**config.mk**
```make
export PLATFORM = sky130hd
export DESIGN_NAME = pwc_top
export DESIGN_NICKNAME = d
export VERILOG_FILES = /design/src/rtl/pwc_pkg.sv /design/src/rtl/pwc_ctrl.sv /design/src/rtl/pwc_datapath.sv /design/src/rtl/pwc_top.sv
export SDC_FILE = /design/constraint.sdc
export NUM_CORES = 1
export LEC_CHECK = 0
export ABC_AREA = 0
export CAP_MARGIN = 20
export CORE_ASPECT_RATIO = 0.7
export CORE_MARGIN = 4
export CORE_UTILIZATION = 45
export CTS_CLUSTER_DIAMETER = 40
export DETAILED_ROUTE_END_ITERATION = 12
export PLACE_DENSITY_LB_ADDON = 0.05
export SLEW_MARGIN = 10
export SYNTH_ARGS = -nofsm -noshare
export SYNTH_HDL_FRONTEND = slang
export SYNTH_SLANG_ARGS = --single-unit
```
**constraint.sdc**
```tcl
create_clock -name clk -period 4.7 [get_ports clk]
set_clock_uncertainty 0.2 [all_clocks]
set_input_delay 1.41 -clock clk [delete_from_list [all_inputs] [get_ports clk]]
set_output_delay 1.41 -clock clk [all_outputs]
set_load 0.005 [all_outputs]
```
**src/rtl/pwc_pkg.sv**
```systemverilog
package pwc_pkg;
  localparam int ADDR_W = 3;
  typedef logic [ADDR_W-1:0] regAddr_t;

  localparam regAddr_t A_CTRL   = 3'd0;
  localparam regAddr_t A_IRQEN  = 3'd1;
  localparam regAddr_t A_STATUS = 3'd2;
  localparam regAddr_t A_HIGH   = 3'd3;
  localparam regAddr_t A_LOW    = 3'd4;

  // strobes from the control side into the counting datapath
  typedef struct packed {
    logic clear;      // unit inactive: hold count at zero
    logic restart;    // level change seen: count from one
    logic latchHigh;  // store count as high period
    logic latchLow;   // store count as low period
  } pwcStrobes_t;
endpackage

```
**src/rtl/pwc_ctrl.sv**
```systemverilog
module pwc_ctrl
  import pwc_pkg::*;
(
  input  logic        clk,
  input  logic        rstN,
  input  logic        sigIn,
  input  logic        wrEn,
  input  regAddr_t    wrAddr,
  input  logic [1:0]  wrBits,
  output pwcStrobes_t stb,
  output logic        runBit,
  output logic        modeBit,
  output logic        irqEnBit,
  output logic        pendQ,
  output logic        ovfQ,
  output logic        polQ,
  output logic        irq
);
  logic syncA, syncB, lvlPrev, armed;
  logic active, edgeSeen, capture;
  logic wrStatus;

  assign active   = runBit & modeBit;
  assign edgeSeen = active & (syncB != lvlPrev);
  assign capture  = edgeSeen & armed;
  assign wrStatus = wrEn && (wrAddr == A_STATUS);

  always_comb begin
    stb.clear     = ~active;
    stb.restart   = edgeSeen;
    stb.latchHigh = capture & lvlPrev;
    stb.latchLow  = capture & ~lvlPrev;
  end

  // two-stage synchroniser and previous level
  always_ff @(posedge clk) begin
    if (!rstN) begin
      syncA   <= 1'b0;
      syncB   <= 1'b0;
      lvlPrev <= 1'b0;
    end else begin
      syncA   <= sigIn;
      syncB   <= syncA;
      lvlPrev <= syncB;
    end
  end

  always_ff @(posedge clk) begin
    if (!rstN)          armed <= 1'b0;
    else if (!active)   armed <= 1'b0;
    else if (edgeSeen)  armed <= 1'b1;
  end

  always_ff @(posedge clk) begin
    if (!rstN) begin
      runBit   <= 1'b0;
      modeBit  <= 1'b0;
      irqEnBit <= 1'b0;
    end else if (wrEn) begin
      if (wrAddr == A_CTRL) begin
        runBit  <= wrBits[0];
        modeBit <= wrBits[1];
      end
      if (wrAddr == A_IRQEN) irqEnBit <= wrBits[0];
    end
  end

  always_ff @(posedge clk) begin
    if (!rstN) begin
      pendQ <= 1'b0;
      ovfQ  <= 1'b0;
      polQ  <= 1'b0;
    end else begin
      if (capture)                      pendQ <= 1'b1;
      else if (wrStatus && wrBits[0])   pendQ <= 1'b0;
      if (capture && pendQ)             ovfQ  <= 1'b1;
      else if (wrStatus && wrBits[1])   ovfQ  <= 1'b0;
      if (capture)                      polQ  <= lvlPrev;
    end
  end

  assign irq = pendQ & irqEnBit;
endmodule

```
**src/rtl/pwc_datapath.sv**
```systemverilog
module pwc_datapath
  import pwc_pkg::*;
#(
  parameter int CNT_W = 32
) (
  input  logic             clk,
  input  logic             rstN,
  input  pwcStrobes_t      stb,
  output logic [CNT_W-1:0] highQ,
  output logic [CNT_W-1:0] lowQ
);
  localparam logic [CNT_W-1:0] CNT_MAX = '1;
  localparam logic [CNT_W-1:0] CNT_ONE = CNT_W'(1);

  logic [CNT_W-1:0] cnt;

  always_ff @(posedge clk) begin
    if (!rstN)               cnt <= '0;
    else if (stb.clear)      cnt <= '0;
    else if (stb.restart)    cnt <= CNT_ONE;
    else if (cnt != CNT_MAX) cnt <= cnt + CNT_ONE;
  end

  always_ff @(posedge clk) begin
    if (!rstN) begin
      highQ <= '0;
      lowQ  <= '0;
    end else begin
      if (stb.latchHigh) highQ <= cnt;
      if (stb.latchLow)  lowQ  <= cnt;
    end
  end
endmodule

```
**src/rtl/pwc_top.sv**
```systemverilog
module pwc_top
  import pwc_pkg::*;
#(
  parameter int DATA_W = 32,
  parameter int CNT_W  = 32
) (
  input  logic              clk,
  input  logic              rstN,
  input  logic              sigIn,
  input  logic [2:0]        busAddr,
  input  logic              busWrEn,
  input  logic [DATA_W-1:0] busWrData,
  output logic [DATA_W-1:0] busRdData,
  output logic              irq
);
  pwcStrobes_t      stb;
  logic             runBit, modeBit, irqEnBit;
  logic             pendQ, ovfQ, polQ;
  logic [CNT_W-1:0] highQ, lowQ;
  logic             unusedWrBits;

  assign unusedWrBits = ^busWrData[DATA_W-1:2];

  pwc_ctrl u_ctrl (
    .clk(clk), .rstN(rstN), .sigIn(sigIn),
    .wrEn(busWrEn), .wrAddr(busAddr), .wrBits(busWrData[1:0]),
    .stb(stb), .runBit(runBit), .modeBit(modeBit), .irqEnBit(irqEnBit),
    .pendQ(pendQ), .ovfQ(ovfQ), .polQ(polQ), .irq(irq)
  );

  pwc_datapath #(.CNT_W(CNT_W)) u_dp (
    .clk(clk), .rstN(rstN), .stb(stb), .highQ(highQ), .lowQ(lowQ)
  );

  always_comb begin
    busRdData = '0;
    case (busAddr)
      A_CTRL:   busRdData = DATA_W'({modeBit, runBit});
      A_IRQEN:  busRdData = DATA_W'(irqEnBit);
      A_STATUS: busRdData = DATA_W'({polQ, ovfQ, pendQ});
      A_HIGH:   busRdData = DATA_W'(highQ);
      A_LOW:    busRdData = DATA_W'(lowQ);
      default:  busRdData = '0;
    endcase
  end
endmodule

```
==> run_results.csv <==
group,metric,value,unit
floorplanning,die_h,95.0,um
route,firstDrtPassIters,4,
global_route,gr-total-overflow,0,
cells_and_area,antenna_cells,0,
cells_and_area,syn2layout_area_growth,17.5,%
clock_network,clk_pin_slew,0.07,ns
route,viasPerCell,5.55,
global_route,grt_pass1_wl,19800,um
placed_design,port-buffer-count,41,
global_route,grt_usage,19.8,%
clock_network,cts_root_buf,"clkbuf_16",
synth,synthFlopType,"dfxtp_1",
route,drt-wirelength-per-cell,16.2,um
hold_path,worstHoldPathType,"reg2reg",
floorplanning,dieArea,0.0126,mm2
synth,yosysSeqAreaShare,43.6,%
critical_path,cp.required,3.09,ns
synth,ys_ff_latch,106,
clock_network,clock_latency,0.34,ns
cells_and_area,nets,638,
critical_path,worst_ep_arrival_time,2.91,ns
route,antenna_left,0,
power,ir_drop,0.000148,V
timing,period_share,96.3,%
synth,synthArstFlopShare,0,%
synth,syn_nets,616,
timing,hold_ws,0.243,ns
clock_network,cts_sinks,106,
job,drv_cap,0,
timing,finalMaxSlewViolations,0,
global_route,grt_pass1_vias,3737,
cells_and_area,utilization,54.8,%
placed_design,place_congestion,0.855,
synth,syn_area_per_cell,8.45,um2
critical_path,cp-end-kind,"primary output",
global_route,grt_start_max_net_pins,74,
timing,slew_headroom,45.2,%
floorplanning,initial_core_util,46.6,%
synth,synth_top_area_share,43.6,%
synth,yosys-top-cells-area,"dfxtp_1, nand2_1, a21boi_0",
critical_path,cp-start-kind,"input pin",
floorplanning,rows,31,
timing,hold_viol_final,0,
timing,setup_viol,0,
placed_design,hpwlAfterDp,7590,um
floorplanning,ioPinCount,72,
power,p_per_area,306,mW/mm2
synth,synthCells,576,
synth,synth_top_area_cell,"dfxtp_1",
timing,clock.fmax,221,MHz
route,drc,0,
cells_and_area,layout-drive-gt1-share,10.3,%
critical_path,critical_path.max_fanout,15,
critical_path,reg2reg_depth,5,
clock_network,cts_made_buffers,9,
floorplanning,die-width,132,um
clock_network,clk_path_buf_depth,2,
clock_network,htreeDepth,3,
global_route,antenna_found_initial,0,
synth,ys_types,54,
synth,ys_warn_count,0,
route,vias,4082,
clock_network,cts_hold_buf,0,
synth,syn-cell-area,0.00486,mm2
route,drtIter0Drc,273,
run_status,status,"finished clean",
timing,rsz0062_at_grt,"no",
timing,tightest_slew,0.817,ns
clock_network,cts_tree,"done",
timing,min_period,4.52,ns
route,wirelength,11900,um
floorplanning,core,0.0104,mm2
hold_path,hold_depth,1,
critical_path,critical_path_class,"in2out",
power,leakagePower,1.76,nW
synth,synth-edff-count,0,
==> through the flow <==
step | setup TNS [ns] | area [um2] | setup WS, ns | power (mW) | cells
finish | 0 | 5710 | 0.176 | 1.75 | 735
global route | 0 | 5710 | 0.106 | 1.82 | 735
global placement | -0.990 | 5350 | -0.119 | 0.968 | 717
floorplan | 0 | 4860 | 0.439 | 0.947 | 576
detailed placement | -0.910 | 5350 | -0.110 | 0.969 | 717
CTS | 0 | 5710 | 0.178 | 1.77 | 735
==> cell usage in the layout (no fill, tap or decap), types with 9 or more instances in the layout <==
cell / Yosys / final
clkbuf_16: 0 / 9
nor2_1: 20 / 19
buf_4: 5 / 10
a21oi_1: 16 / 16
clkdlybuf4s50_1: 0 / 36
dfxtp_1: 106 / 106
nand2_1: 146 / 146
nand4_1: 10 / 10
a21boi_0: 65 / 65
a22o_1: 29 / 29
nand3_1: 12 / 12
==> metal layers <==
layer  up-vias  wire length [um]  track usage (%)
li1       2064                 -                -
met1      1924              6100             28.9
met2        85              5090             30.0
met3         9               661             3.78
met4         0                85             5.19
met5         -                 0                0
==> worst max-delay path: stages <==
cell             delay [ns]
dlygate4sd2_1          0.25
inv_2                  0.07
nor3_4                 0.25
buf_6                  0.16
buf_16                 0.14
a22o_1                 0.13
clkdlybuf4s50_1        0.49
==> registers in the layout, summed over array words and instances, names as in the netlist <==
name / cells
u_ctrl.runBit: 1
u_ctrl.ovfQ: 1
u_ctrl.syncB: 1
u_ctrl.syncA: 1
u_ctrl.pendQ: 1
u_dp.cnt: 32
u_ctrl.polQ: 1
u_ctrl.irqEnBit: 1
u_ctrl.lvlPrev: 1
u_ctrl.armed: 1
u_dp.lowQ: 32
u_dp.highQ: 32
u_ctrl.modeBit: 1
==> power by group <==
part,internal (mW),leakage [nW],switching (mW)
sequential,0.899,0.854,0.00132
clock,0.469,0.153,0.330
combinational,0.0243,0.753,0.0269
==> kinds of logic (layout without fill, tap and decap cells) <==
group,Yosys count,count (layout),synth area share (%)
AND/OR/NAND/NOR,247,247,24.0
AO/OA/AOI/OAI,153,153,23.7
flip-flops,106,106,43.6
buffers and inverters,50,77,4.76
XOR/XNOR,11,11,1.98
multiplexers,8,8,1.65
adder cells (fa/ha/maj),1,1,0.257
==> timing repair <==
action                     4_1_cts  5_1_grt
setup endpoints to repair       31        0
gates resized for setup         10        0
buffers inserted                 1        0
==> cell usage after synthesis (7+ instances only) <==
cell type,instances
nand2_1,146
dfxtp_1,106
a21boi_0,65
clkbuf_1,34
a22o_1,29
nor2_1,20
a21oi_1,16
nand3_1,12
nand4_1,10
mux2i_1,8
or3_1,8
a21oi_2,7
and2_1,7
o21ai_1,7
xor2_1,7
==> worst paths after layout <==
kind / start / end / slack, ns
worst min register to register: u_ctrl.syncA / u_ctrl.syncB / 0.24
worst max-delay path: busAddr[0] / busRdData[30] / 0.18
worst min-delay path: u_ctrl.syncA / u_ctrl.syncB / 0.24
worst max register to register: u_dp.cnt[24] / u_dp.cnt[4] / 1.94
==> area by class of cell <==
class                           count  area (um2)
Clock buffer                       10         229
Clock inverter                      6        90.1
Fill cell                         937        4720
Inverter                            6        22.5
Multi-Input combinational cell    420        2530
Sequential cell                   106        2120
Tap cell                          132         165
Timing Repair Buffer               55         554
(Power assumes the default switching activity.)
